===== src/rtl/rxq_pkg.sv =====
// Package: shared types for the receive word FIFO.
// Assumes: nothing beyond IEEE 1800-2017 packed structs.
package rxq_pkg;

    // Error events detected by the storage and handed to the sticky flags.
    typedef struct packed {
        logic ovf;   // push into a full FIFO without a matching pop
        logic udf;   // pop from an empty FIFO
    } rxq_evt_t;

endpackage


===== src/rtl/rxq_store.sv =====
// Module: rxq_store
// Circular word storage with read/write pointers and an explicit word count.
// A push into a full FIFO (with no pop) overwrites the oldest slot and moves
// the read pointer along, so the count stays at DEPTH. A pop of an empty FIFO
// changes nothing and is reported as an underflow event.
// Assumes: synchronous active-low reset; DEPTH >= 2.
module rxq_store
    import rxq_pkg::*;
#(
    parameter int DATA_W = 32,
    parameter int DEPTH  = 8,
    localparam int AW    = $clog2(DEPTH),
    localparam int CW    = $clog2(DEPTH + 1)
) (
    input  logic              clk,
    input  logic              rst_n,
    input  logic              push_i,
    input  logic [DATA_W-1:0] push_data_i,
    input  logic              pop_i,
    output logic [DATA_W-1:0] pop_data_o,
    output logic [CW-1:0]     count_o,
    output rxq_evt_t          evt_o
);

    localparam logic [CW-1:0] FULL_CNT = CW'(DEPTH);
    localparam logic [AW-1:0] LAST_PTR = AW'(DEPTH - 1);

    logic [DATA_W-1:0] slot_q [DEPTH];
    logic [AW-1:0]     wr_ptr_q, rd_ptr_q;
    logic [CW-1:0]     count_q;
    logic              is_full, is_empty, pop_ok, overwrite, rd_adv;

    // Wrap a pointer at DEPTH, so DEPTH need not be a power of two.
    function automatic logic [AW-1:0] ptr_inc(input logic [AW-1:0] p);
        return (p == LAST_PTR) ? '0 : p + AW'(1);
    endfunction

    // Decode the strobes against the current fill state.
    always_comb begin
        is_full   = (count_q == FULL_CNT);
        is_empty  = (count_q == '0);
        pop_ok    = pop_i & ~is_empty;
        overwrite = push_i & is_full & ~pop_i;
        rd_adv    = pop_ok | overwrite;
    end

    // One register per slot; written only when the write pointer selects it.
    for (genvar gi = 0; gi < DEPTH; gi++) begin : g_slot
        always_ff @(posedge clk) begin
            if (push_i && wr_ptr_q == AW'(gi))
                slot_q[gi] <= push_data_i;
        end
    end

    // Advance the pointers and keep the word count.
    always_ff @(posedge clk) begin
        if (!rst_n) begin
            wr_ptr_q <= '0;
            rd_ptr_q <= '0;
            count_q  <= '0;
        end else begin
            if (push_i) wr_ptr_q <= ptr_inc(wr_ptr_q);
            if (rd_adv) rd_ptr_q <= ptr_inc(rd_ptr_q);
            unique case ({push_i, pop_ok})
                2'b10:   count_q <= is_full ? count_q : count_q + CW'(1);
                2'b01:   count_q <= count_q - CW'(1);
                default: count_q <= count_q;
            endcase
        end
    end

    // Present the oldest word, or zero when nothing is stored.
    always_comb begin
        pop_data_o = is_empty ? '0 : slot_q[rd_ptr_q];
        count_o    = count_q;
        evt_o.ovf  = overwrite;
        evt_o.udf  = pop_i & is_empty;
    end


    level_max_chk: assert property (@(posedge clk) disable iff (!rst_n)
        count_q <= FULL_CNT);


    level_inc_chk: assert property (@(posedge clk) disable iff (!rst_n)
        (push_i && !pop_i && count_q != FULL_CNT) |=> count_q == $past(count_q) + CW'(1));


    ovw_level_chk: assert property (@(posedge clk) disable iff (!rst_n)
        (push_i && !pop_i && count_q == FULL_CNT) |=> count_q == FULL_CNT);


    udf_level_chk: assert property (@(posedge clk) disable iff (!rst_n)
        (pop_i && !push_i && count_q == '0) |=> $stable(count_q));

endmodule


===== src/rtl/rxq_sticky.sv =====
// Module: rxq_sticky
// One sticky status bit. It is set by an event and cleared by a write-1 strobe,
// and a set in the same cycle as a clear wins.
// Assumes: synchronous active-low reset; set and clear are single-cycle levels.
module rxq_sticky (
    input  logic clk,
    input  logic rst_n,
    input  logic set_i,
    input  logic clr_i,
    output logic flag_o
);

    logic flag_q;

    // Hold the flag; a set overrides a clear.
    always_ff @(posedge clk) begin
        if (!rst_n)     flag_q <= 1'b0;
        else if (set_i) flag_q <= 1'b1;
        else if (clr_i) flag_q <= 1'b0;
    end

    assign flag_o = flag_q;


    set_wins_chk: assert property (@(posedge clk) disable iff (!rst_n)
        set_i |=> flag_o);


    clr_takes_chk: assert property (@(posedge clk) disable iff (!rst_n)
        (clr_i && !set_i) |=> !flag_o);


    flag_hold_chk: assert property (@(posedge clk) disable iff (!rst_n)
        (flag_o && !clr_i) |=> flag_o);

endmodule


===== src/rtl/rxq_status.sv =====
// Module: rxq_status
// Combinational status derived from the stored count: the full flag, the
// threshold flag and the gated receive interrupt request.
// Assumes: THR_W <= CW so the threshold fits the count width.
module rxq_status #(
    parameter int DEPTH = 8,
    parameter int THR_W = 3,
    localparam int CW   = $clog2(DEPTH + 1)
) (
    input  logic [CW-1:0]    count_i,
    input  logic [THR_W-1:0] thresh_i,
    input  logic             irq_en_i,
    input  logic             ovf_i,
    output logic             full_o,
    output logic             thresh_o,
    output logic             irq_o
);

    logic [CW-1:0] thr_ext;

    // Compare the fill against the threshold and form the interrupt request.
    always_comb begin
        thr_ext  = CW'(thresh_i);
        full_o   = (count_i == CW'(DEPTH));
        thresh_o = (count_i >= thr_ext);
        irq_o    = irq_en_i & (thresh_o | ovf_i);
    end

endmodule


===== src/rtl/rx_audio_fifo.sv =====
// Module: rx_audio_fifo (top)
// Eight-word receive FIFO for an audio serial receiver, with a fill level,
// threshold, full, sticky overflow/underflow and an interrupt request.
// Assumes: all inputs synchronous to clk; synchronous active-low reset.
module rx_audio_fifo
    import rxq_pkg::*;
#(
    parameter int DATA_W = 32,
    parameter int DEPTH  = 8,
    parameter int THR_W  = 3,
    localparam int CW    = $clog2(DEPTH + 1)
) (
    input  logic              clk,
    input  logic              rst_n,
    input  logic              push_i,
    input  logic [DATA_W-1:0] push_data_i,
    input  logic              pop_i,
    output logic [DATA_W-1:0] pop_data_o,
    input  logic [THR_W-1:0]  thresh_i,
    input  logic              ovf_clr_i,
    input  logic              udf_clr_i,
    input  logic              irq_en_i,
    output logic [CW-1:0]     level_o,
    output logic              full_o,
    output logic              thresh_o,
    output logic              ovf_o,
    output logic              udf_o,
    output logic              irq_o
);

    rxq_evt_t evt;

    rxq_store #(.DATA_W(DATA_W), .DEPTH(DEPTH)) u_store (
        .clk         (clk),
        .rst_n       (rst_n),
        .push_i      (push_i),
        .push_data_i (push_data_i),
        .pop_i       (pop_i),
        .pop_data_o  (pop_data_o),
        .count_o     (level_o),
        .evt_o       (evt)
    );

    rxq_sticky u_ovf (
        .clk    (clk),
        .rst_n  (rst_n),
        .set_i  (evt.ovf),
        .clr_i  (ovf_clr_i),
        .flag_o (ovf_o)
    );

    rxq_sticky u_udf (
        .clk    (clk),
        .rst_n  (rst_n),
        .set_i  (evt.udf),
        .clr_i  (udf_clr_i),
        .flag_o (udf_o)
    );

    rxq_status #(.DEPTH(DEPTH), .THR_W(THR_W)) u_status (
        .count_i  (level_o),
        .thresh_i (thresh_i),
        .irq_en_i (irq_en_i),
        .ovf_i    (ovf_o),
        .full_o   (full_o),
        .thresh_o (thresh_o),
        .irq_o    (irq_o)
    );


    full_level_chk: assert property (@(posedge clk) disable iff (!rst_n)
        full_o |-> level_o == CW'(DEPTH));


    empty_data_chk: assert property (@(posedge clk) disable iff (!rst_n)
        (level_o == '0) |-> pop_data_o == '0);

endmodule


===== config.mk =====
export PLATFORM = sky130hd
export DESIGN_NAME = rx_audio_fifo
export DESIGN_NICKNAME = d
export VERILOG_FILES = /design/src/rtl/rxq_pkg.sv /design/src/rtl/rxq_store.sv /design/src/rtl/rxq_sticky.sv /design/src/rtl/rxq_status.sv /design/src/rtl/rx_audio_fifo.sv
export SDC_FILE = /design/constraint.sdc
export NUM_CORES = 1
export LEC_CHECK = 0
export ABC_AREA = 1
export BUFFER_PORTS_ARGS = -buffer_cell sky130_fd_sc_hd__buf_2
export CORE_AREA = 3 3 152 154
export CTS_BUF_LIST = sky130_fd_sc_hd__clkbuf_4 sky130_fd_sc_hd__clkbuf_8 sky130_fd_sc_hd__clkbuf_16
export DETAILED_ROUTE_END_ITERATION = 6
export DIE_AREA = 0 0 155 157
export PLACE_DENSITY = 0.75
export RECOVER_POWER = 50
export SLEW_MARGIN = 20
export SYNTH_ARGS = -nofsm -noshare
export SYNTH_HDL_FRONTEND = slang
export SYNTH_SLANG_ARGS = --single-unit
export TNS_END_PERCENT = 1

===== constraint.sdc =====
create_clock -name clk -period 3.8 [get_ports clk]
set_clock_uncertainty 0.2 [all_clocks]
set_input_delay 0.76 -clock clk [delete_from_list [all_inputs] [get_ports clk]]
set_output_delay 0.76 -clock clk [all_outputs]
set_load 0.02 [all_outputs]

# Word-level counts from Yosys, hierarchy flattened

Memories as Yosys holds them, arrays and structs flattened. A register that Yosys moved wholly into a read port is not among the register bits.
Index checks and enable logic that the tools add are counted.

Bits in registers: 12
Latch bits: 0
Memory bits (writable): 256
Bits in read-only memories: 0
Input port bits: 42
Logic and storage cells: 101
Memories: 1

Add/sub/neg operators: 4
Multiply operators: 0
Div/mod/pow operators: 0
Magnitude comparators: 1
Eq/ne operators: 12
Shifts and indexed selects: 0
Multiplexer cells: 48
Bitwise gates (word level): 9
Reduce and logical (&&, ||, !) cells: 21

Memories:

| memory         | words | width | read ports | clocked after memory_dff | write ports | RTL line        | text |
|---|---|---|---|---|---|---|---|
| u_store.slot_q | 8     | 32    | 1          | 1                        | 1           | rxq_store.sv:28 | `logic [DATA_W-1:0] slot_q [DEPTH];` |

Operator list:

| operator                                         | count |
|---|---|
| two-way mux 32 bit                               | 8 |
| OR reduction 32 bit                              | 7 |
| two-way mux 3 bit                                | 11 |
| two-way mux 1 bit                                | 27 |
| == test 3 bit, second input constant             | 5 |
| logical AND 1 bit                                | 8 |
| case mux 4 bit (2 select lines)                  | 1 |
| adder 3 x 1 -> 3 bit, second input constant      | 2 |
| == test 3 x 2 -> 1 bit, second input constant    | 2 |
| nonzero test 2 bit                               | 3 |
| bitwise AND 1 bit                                | 5 |
| adder 4 x 1 -> 4 bit, second input constant      | 1 |
| == test 4 bit, second input constant             | 1 |
| greater-or-equal comparator 4 x 3 -> 1 bit       | 1 |
| logical NOT 4 bit                                | 1 |
| two-way mux 4 bit                                | 1 |
| subtractor 4 x 1 -> 4 bit, second input constant | 1 |
| == test 3 x 1 -> 1 bit, second input constant    | 1 |
| logical NOT 3 bit                                | 1 |
| == test 2 x 1 -> 1 bit, second input constant    | 1 |
| == test 2 bit, second input constant             | 1 |
| != test 2 bit, second input constant             | 1 |
| inverter 1 bit                                   | 2 |
| OR 1 bit                                         | 2 |
| AND reduction 2 bit                              | 1 |

# Depth between registers and ports, before layout

Gate-level depths: netlist of the first run.

Depth after elaboration: 12
Gate-level depth with buffers: 12

# Modules after synthesis

From an unflattened synthesis of the first run, not the netlist that was laid out.

Cells, all modules: 867
Area total of the unflattened synthesis: 10870.4 sq um

Modules (own cells, without submodules):

| module     | instances | cells an instance | area each (sq um) | sequential area each (sq um) |
|---|---|---|---|---|
| rxq_store  | 1         | 831               | 10659.0           | 7947.6 |
| rxq_status | 1         | 24                | 123.9             | 0.0 |
| rxq_sticky | 2         | 6                 | 43.8              | 20.0 |

# Worst setup path before layout of the first run

Ideal clock, no wire load.

Path kind: input to register
From: input push_i
To: memory u_store.slot_q[4][0], enable pin
Setup time: 0.421 ns
Data arrival time: 2.386 ns
Required time: 3.179 ns
Slack: 0.793 ns
Cell stages on the path: 3
Path buffers: 1
Cells stage by stage: buf_2 nand2_1 nor2_1

Longest elaborated chain between the ends: 11
Elaborated cells between the ends (all ways): 45

Ends and longest elaborated chain:

| element                                                                        | RTL line            | text |
|---|---|---|
| start: declaration                                                             | rx_audio_fifo.sv:15 | `input logic push_i,` |
| logical AND 1 bit                                                              | rxq_store.sv:50     | `if (push_i && wr_ptr_q == AW'(gi))` |
| two-way mux 1 bit                                                              | rxq_store.sv:50     |  |
| two-way mux 1 bit (implied by the code)                                        | rxq_store.sv:51     | `slot_q[gi] <= push_data_i;` |
| OR reduction 32 bit (no line)                                                  | -                   |  |
| two-way mux 3 bit (no line) or two-way mux 1 bit (tied branches) (7 in series) | -                   |  |
| end: declaration                                                               | rxq_store.sv:28     |  |

Parallel ways exist; a longest one is shown, timed or not.

==> metrics, run 1 <==
final core occ=0.574; dpl ws=slightly above 0.9 ns; WL/cell=about 18 µm; largest area contributor in the netlist=edfxtp_1; root buffer cell=clkbuf_16; Hold Path Sink=u_udf.flag_o; Tmin final=about 3.4 ns; Power Dens Cells=around 690 nW/µm²; Main synth FF type=edfxtp_1; fill count=1,772; largest family of logic cells by synthesized area=compound AO/OA/AOI/OAI gates; R2R depth=5; Final Max Tran Viols=0; vias in the first global route=~6,600; CTS tree=done; post-synthesis mux area share=0; DRT antenna net count=0; Antenna Cells=0; Lkg Pwr=4.40 nW; final hold violations=0; TritonRoute pass-1 iters=5; CP startpoint kind=register; std cell rows=between 50 and 60; FF+latch count, synth=between 200 and 300; DP Wirelength=between 10,000 and 15,000 µm; Final nets=988; Initial Utilization=0.495; GR Util All Layers=0.185; share of layout cells above drive strength 1=0.146; setup_tns=0 ns; first-pass GRT wire length=approximately 36,000 µm; adder-cell share of the synthesized area=0.0139; io pins=a little over 80; mean post-synth cell area=12.7 µm²; crit path cell chain=inv_2 > buf_4 > o21ai_0 > o22ai_1 > o21ai_1 > a31oi_1 > buf_2; tightest hold margin=0.274 ns; Die ar.=about 24,000 µm²; Critical Path Fanout Max=34; xor and xnor fraction of the mapped netlist area=0.00162; Worst EP arrival=around 2.5 ns; TritonCTS Buffers=28; peak per-stage delay on the critical path=between 0.4 and 0.5 ns; CP Capture Type=output pin; Max-slew headroom=0.101; RR Endpoint=u_store.slot_q[2][15]; gpl congestion=between 0.7 and 0.8; vias post-DR=just under 7,000; Synth warnings=0; R2R setup slack=~1.1 ns; post-synthesis cell area=10,800 µm²; Worst Min Path Start=u_udf.flag_o; synth unique cells=31; largest buffer count on any clock path=3; total core area=~22,000 µm²; critical setup path kind=reg2out; Reg-to-Reg Start=u_store.wr_ptr_q[0]; CTS Sinks=between 200 and 300; largest net degree at the start of global routing=73; drt drc=0; die width=about 160 µm; antenna violations before repair=0; largest cells by area after synthesis=edfxtp_1 (71%), nor2_1 (7.2%), o21ai_0 (6.0%), dfxtp_1 (2.8%), a31oi_1 (1.9%); Post-CTS Hold Buffers=0; complex-gate fraction of the synthesized area=0.123; Worst Tran Pin Value=1.34 ns; total number of H-tree levels=1; simple-gate share of the synthesized area=0.0884; clock slew at reported path FFs=roughly 0.060 ns; asr flop ratio synth=0; worst hold stages=2; total grt overflow=0; Worst Path Required=roughly 2.8 ns; Synth top cells by count=edfxtp_1 (256), nor2_1 (206), o21ai_0 (130), o21ai_1 (39); Worst Slack Setup Final=~0.39 ns; area share of the largest cell type after synthesis=0.711; most common cell in the netlist=edfxtp_1; Hold Crit Class=reg2reg; Clk Latency, worst-skew pair=0.53 ns; CTS resizes=0; final wirelength=between 20,000 and 25,000 µm; Synth Instances=853; final setup fails=0; syn_nets=slightly above 900; Design Power=around 8.7 mW; Peak Freq=0.293 GHz; CP max-delay cell=inv_2; Layout Area Growth over Synthesis=15.9%; maximum vdd drop=572 µV; initial DRC count=520; Post-CTS Setup Repair Bufs=0; part of the cycle the worst path needs=0.898; RSZ-0062 raised after global routing=no; Post-synth EDFFs=between 200 and 300; MaxCap Viol Count=0; I/O Buffers=82; post-DR vias/cell=between 5 and 6; register area share after synthesis=0.739; run status=finished clean; Die Ht=roughly 160 µm
[where the power goes]
part	internal (mW)	switching, mW	leakage (nW)	total, mW
Combinational	0.724	1.60	1.46	2.33
Clock	1.80	1.11	0.487	2.91
Sequential	3.39	0.0752	2.45	3.46
[metrics by stage]
step	instances	cell area, µm²
6_report	1235	12500
5_1_grt	1235	12500
4_1_cts	1235	12600
3_5_place_dp	1184	11600
3_3_place_gp	1184	11600
2_1_floorplan	853	10800
[cells in the final DEF, fill, tap and decap left out, drive strengths merged, types with 6 or more instances in the layout]
cell / count
buf: 70
nand2: 23
nand3: 6
edfxtp: 256
a21oi: 8
inv: 32
o22ai: 32
nor2: 208
a31oi: 32
bufinv: 6
ha: 12
clkbuf: 62
clkinv: 12
dfxtp: 15
o21ai: 169
[worst max path at each step]
stage,cells after the start,slack (ns),from,to
global route,6,0.21,register,pop_data_o[16]
floorplan,3,0.79,push_i,u_store.slot_q[4][0]
global placement,9,0.92,thresh_i[0],irq_o
CTS,6,0.34,register,pop_data_o[9]
detailed placement,6,0.93,register,pop_data_o[5]
finish,7,0.39,register,pop_data_o[9]
[critical path, delay by kind of cell (launching register included)]
| family | cells | cell delay (ns) |
|---|---|---|
| buffers and inverters | 3 | 1.00 |
| AOI/OAI and AO/OA | 4 | 0.59 |
| DFF | 1 | 0.32 |
[cell families after synthesis]
logic type,Yosys count
flops,271
simple gates,239
fa+ha+maj,12
xor+xnor,2
compound gates,246
buf+inv,83
[area by class of cell]
| class | instances | area, µm² | share of cell area |
|---|---|---|---|
| Clock buffer | 30 | 733 | 0.0586 |
| Clock inverter | 21 | 264 | 0.0211 |
| Inverter | 32 | 121 | 0.00969 |
| Multi-Input combinational cell | 499 | 2480 | 0.198 |
| Sequential cell | 271 | 7990 | 0.638 |
| Tap cell | 280 | 350 | 0.0280 |
| Timing Repair Buffer | 102 | 583 | 0.0466 |
[routing by layer]
layer,vias to the layer above,GRT usage,wire length [µm]
met4,0,0.0488,454
li1,3271,-,-
met2,212,0.328,11600
met5,-,0,0
met3,37,0.0269,1290
met1,3287,0.243,9480
[registers in the layout, indices dropped and copies added, names as in the netlist, named ones only]
| name | flops |
|---|---|
| u_store.wr_ptr_q | 3 |
| u_udf.flag_o | 1 |
| u_store.slot_q | 256 |
| u_store.count_o | 4 |
| u_ovf.flag_o | 1 |
| u_store.rd_ptr_q | 3 |
(Power assumes the default switching activity.)
==> inputs of run 2 (changes only) <==
- CELL_PAD_IN_SITES_DETAIL_PLACEMENT: not set -> 2
- CELL_PAD_IN_SITES_GLOBAL_PLACEMENT: not set -> 2
- CORE_AREA: 3 3 152 154 -> 3 3 167 169
- DIE_AREA: 0 0 155 157 -> 0 0 170 172
- PLACE_DENSITY: 0.75 -> 0.85
==> metrics, run 2 (synthesized netlist as in run 1, its figures left out) <==
run status=finished, violations left; failing checks=max-capacitance violations, max-slew violations; Tmin final=3.60 ns (+0.187 ns); most frequent CP cell=o21ai_0; number of flip-flops in the largest register=256 (unchanged); clock slew at reported path FFs=0.06 ns (about the same); Power Dens Cells=699 nW/µm² (+0.65%); CTS tree=done; total number of H-tree levels=1 (unchanged); Worst EP arrival=2.64 ns (+0.19 ns); drt drc=0 (unchanged); final wirelength=32,600 µm (+43%); TritonCTS Buffers=30 (+7.1%); CTS resizes=0 (unchanged); Die Ht=172 µm (+9.6%); share of layout cells above drive strength 1=0.144 (-0.00165); Multi-input gate area=2470 µm² (-0.30%); final hold violations=0 (unchanged); Hold Crit Class=in2reg; crit path cell chain=buf_4 > o21ai_0 > o22ai_1 > o21ai_0 > a31oi_1 > buf_2; Design Power=8.74 mW (+0.49%); register with the most flip-flops=u_store.slot_q; Final nets=989 (+0.10%); Worst Path Required=2.84 ns (about the same); part of the cycle the worst path needs=0.947 (+0.0493); crit path buf inv count=2 (-1); root buffer cell=clkbuf_16; Worst Tran Pin Value=1.70 ns (+0.355 ns); Initial Utilization=0.404 (-0.0908); storage element area=7990 µm² (unchanged); MaxCap Viol Count=2 (+2); metal3 WL=1020 µm (-20%); Layout Area Growth over Synthesis=15.7%; M1 wire length=13,400 µm (+41%); vias in the first global route=8,118 (+23%); WL/cell=25.0 µm (+35%); final setup fails=0 (unchanged); initial DRC count=615 (+18%); critical setup path kind=reg2out; gpl congestion=0.698 (-6.6%); Max-slew headroom=-0.137 (-0.238); Post-CTS Hold Buffers=0 (unchanged); met2 routed WL=17,400 µm (+50%); I/O Buffers=82 (unchanged); io pins=83 (unchanged); TritonRoute pass-1 iters=5 (unchanged); CP Capture Type=output pin; total core area=26,700 µm² (+22%); Clk Latency, worst-skew pair=0.56 ns (+0.03 ns); die width=170 µm (+9.7%); R2R setup slack=0.90 ns (-0.15 ns); post-DR vias/cell=5.53 (+0.32%); delay-heaviest family, CP=compound AO/OA/AOI/OAI gates; GR Util All Layers=0.219 (+0.0340); vias post-DR=7,199 (+5.8%); DRT antenna net count=0 (unchanged); DP Wirelength=19,100 µm (+52%); Critical Path Fanout Max=64 (+88%); Die ar.=29,200 µm² (+20%); Post-CTS Setup Repair Bufs=0 (unchanged); RSZ-0062 raised after global routing=no; Final Max Tran Viols=28 (+28); setup_tns=0 ns (unchanged); first-pass GRT wire length=48,800 µm (+37%); largest net degree at the start of global routing=77 (+5.5%); CTS Sinks=271 (unchanged); Peak Freq=0.278 GHz (-5.2%); placed cells=1,244 (+5.1%); std cell rows=60 (+11%); maximum vdd drop=470 µV (-18%); highest-count cells in the layout ignoring fill and taps=edfxtp_1 (256), nor2_1 (205), o21ai_0 (130); CP startpoint kind=register; total grt overflow=0 (unchanged); final core occ=0.468 (-0.106); most common cell after layout, fill and taps aside=edfxtp_1; uppermost layer routed=met4; antenna violations before repair=2 (+2); peak per-stage delay on the critical path=0.59 ns (+0.10 ns); Non-Filler Instances=1,302 (+5.4%); CP max-delay cell=buf_4; largest buffer count on any clock path=3 (unchanged); Lkg Pwr=4.36 nW (-0.83%); fill count=2,677 (+51%)
==> run 2: cell count changes in the layout (fill, tap and decap cells not counted), moves of 3 or more <==
cell | before | now
bufinv_16 | 6 | 1
clkinv_1 | 4 | 10
clkbuf_4 | 1 | 8
clkinvlp_4 | 3 | 0
==> run 2: per-stage QoR <==
| step | worst slack, ns | hold slack, ns | area, µm² |
|---|---|---|---|
| after floorplan | 0.793 | 0.294 | 10800 |
| after global placement | 0.907 | 0.260 | 11600 |
| after detailed placement | 0.775 | 0.290 | 11600 |
| after CTS | 0.147 | 0.254 | 12600 |
| after global routing | 0.0294 | 0.284 | 12500 |
| final | 0.201 | 0.274 | 12500 |
==> run 2: final cells by class <==
type / instances / area share
Clock inverter: 17 / 0.00811
Sequential cell: 271 / 0.639
Tap cell: 341 / 0.0341
Antenna cell: 2 / 0.000400
Timing Repair Buffer: 101 / 0.0440
Clock buffer: 39 / 0.0668
Inverter: 32 / 0.00971
Multi-Input combinational cell: 499 / 0.198
==> run 2: routing by layer <==
| layer | vias to the layer above | global-route usage |
|---|---|---|
| met1 | 3733 | 0.267 |
| li1 | 3270 | - |
| met5 | - | 0 |
| met2 | 139 | 0.408 |
| met4 | 0 | 0.0642 |
| met3 | 57 | 0.0311 |
==> run 2: final timing paths <==
check                                          from                    end  depth (start not counted)
worst max-delay path                       register          pop_data_o[0]                          6
worst min-delay path                      ovf_clr_i           u_ovf.flag_o                          4
worst max register to register  u_store.wr_ptr_q[0]  u_store.slot_q[6][12]                          5
worst min register to register         u_udf.flag_o           u_udf.flag_o                          2
==> run 2: worst min-delay path: cells and delay by family <==
| kind | cells | cell delay (ns) |
|---|---|---|
| AO/OA/AOI/OAI | 1 | 0.06 |
| buffers and inverters | 2 | 0.11 |
| AND/OR/NAND/NOR | 1 | 0.05 |
==> run 2: report_power, final <==
part | internal [mW] | leakage (nW) | switching (mW) | total, mW
clock | 1.61 | 0.472 | 1.17 | 2.77
combinational | 0.710 | 1.44 | 1.78 | 2.49
sequential | 3.39 | 2.45 | 0.0846 | 3.47
==> inputs of run 3 (changes only) <==
- CORE_AREA: 3 3 167 169 -> 3 3 176 161
- DIE_AREA: 0 0 170 172 -> 0 0 179 164
==> metrics, run 3 (synthesized netlist as in run 1, its figures left out) <==
worst hold stages=2 (-2); DP Wirelength=18,200 µm (-5.1%); CTS tree=done; Hold Crit Class=reg2reg; drt drc=0 (unchanged); Die ar.=29,400 µm² (+0.40%); final wirelength=30,900 µm (-5.3%); largest buffer count on any clock path=3 (unchanged); Final Max Tran Viols=0 (-100%); CP max-delay cell=clkinv_2; root buffer cell=clkbuf_16; CTS Sinks=271 (unchanged); first-pass GRT wire length=47,400 µm (-3.0%); total number of H-tree levels=1 (unchanged); antenna violations before repair=0 (-2); R2R setup slack=1.24 ns (+0.34 ns); setup_tns=0 ns (unchanged); crit path cell chain=clkinv_2 > buf_12 > o21ai_0 > o22ai_1 > o21ai_0 > a31oi_1 > buf_2; maximum vdd drop=459 µV (-2.3%); std cell rows=57 (-5.0%); Reg-to-Reg Start=u_store.wr_ptr_q[0]; Critical Path Fanout Max=40 (-38%); largest net degree at the start of global routing=129 (+68%); gpl congestion=0.714 (+2.2%); Antenna Cells=0 (-2); Layout Area Growth over Synthesis=16.0%; final hold violations=0 (unchanged); WL/cell=23.6 µm (-5.6%); post-DR vias/cell=5.53 (about the same); Worst Path Required=2.84 ns (about the same); Clk Latency, worst-skew pair=0.54 ns (-0.02 ns); final setup fails=0 (unchanged); I/O Buffers=82 (unchanged); TritonRoute pass-1 iters=4 (-1); final core occ=0.469 (+0.000748); Multi-input gate area=2480 µm² (+0.30%); io pins=83 (unchanged); most frequent CP cell=o21ai_0; critical setup path kind=reg2out; Die Ht=164 µm (-4.7%); vias post-DR=7,225 (+0.36%); vias in the first global route=7,951 (-2.1%); Worst Min Path Start=u_udf.flag_o; R2R depth=4 (-1); total core area=26,700 µm² (about the same); clock slew at reported path FFs=0.06 ns (about the same); Post-CTS Setup Repair Bufs=0 (unchanged); placed cells=1,255 (+0.88%); share of layout cells above drive strength 1=0.146 (+0.00211); CTS resizes=0 (unchanged); total grt overflow=0 (unchanged); Non-Filler Instances=1,306 (+0.31%); DRT antenna net count=0 (unchanged); Max-slew headroom=0.126 (+0.263); Peak Freq=0.282 GHz (+1.3%); most common cell after layout, fill and taps aside=edfxtp_1; run status=finished clean; CP startpoint kind=register; Final nets=985 (-0.40%); storage element area=7990 µm² (unchanged); die width=179 µm (+5.3%); TritonCTS Buffers=28 (-6.7%); GR Util All Layers=0.213 (-0.00683); Worst EP arrival=2.59 ns (-0.05 ns); Tmin final=3.55 ns (-0.0475 ns); MaxCap Viol Count=0 (-2); part of the cycle the worst path needs=0.935 (-0.0125); Post-CTS Hold Buffers=0 (unchanged); Power Dens Cells=692 nW/µm² (-0.97%); register with the most flip-flops=u_store.slot_q; number of flip-flops in the largest register=256 (unchanged); Worst Tran Pin Value=1.31 ns (-0.393 ns); highest-count cells in the layout ignoring fill and taps=edfxtp_1 (256), nor2_1 (204), o21ai_0 (130); Lkg Pwr=4.36 nW (about the same); CP Capture Type=output pin; initial DRC count=484 (-21%); RSZ-0062 raised after global routing=no; Initial Utilization=0.404 (about the same); fill count=2,666 (-0.41%); peak per-stage delay on the critical path=0.42 ns (-0.17 ns)
## run 3: cell types whose count changed in the layout (fill, tap and decap cells not counted), sizes merged
cell and delta:
buf -2, clkinvlp +2, diode -2, clkbuf -1
bufinv +1, clkinv -7
## run 3: worst max-delay path: cells and delay by family (launching register included)
kind / cells / cell delay, ns
buffers and inverters: 3 / 0.97
AOI/OAI and AO/OA: 4 / 0.68
DFF: 1 / 0.37
## run 3: routing by layer
metal | global-route usage | wire, µm | up-vias
met4 | 0.0545 | 785 | 0
met2 | 0.394 | 16500 | 167
met1 | 0.261 | 12500 | 3746
li1 | - | - | 3257
met3 | 0.0289 | 1120 | 55
met5 | 0 | 0 | -
## run 3: final timing paths
check,to
worst max register to register,u_store.slot_q[5][12]
worst max-delay path,pop_data_o[6]
worst min-delay path,u_udf.flag_o
worst min register to register,u_udf.flag_o
## run 3: layout make-up
class,count,share of cell area
Timing Repair Buffer,99,0.0467
Tap cell,354,0.0353
Sequential cell,271,0.638
Clock inverter,13,0.00948
Inverter,32,0.00968
Clock buffer,38,0.0633
Multi-Input combinational cell,499,0.198
## run 3: per-stage QoR
stage          hold WS, ns  total power [mW]  cell area (µm²)  worst slack [ns]
2_1_floorplan        0.294              5.12            10800             0.793
3_3_place_gp         0.255              5.90            11700             0.908
5_1_grt              0.286              9.15            12500            0.0636
6_report             0.272              8.67            12500             0.249
3_5_place_dp         0.268              6.04            11700             0.800
4_1_cts              0.266              8.79            12600             0.213
## run 3: where the power goes
part / internal, mW / switching (mW) / total, mW
combinational: 0.719 / 1.79 / 2.51
clock: 1.60 / 1.12 / 2.72
sequential: 3.39 / 0.0622 / 3.45
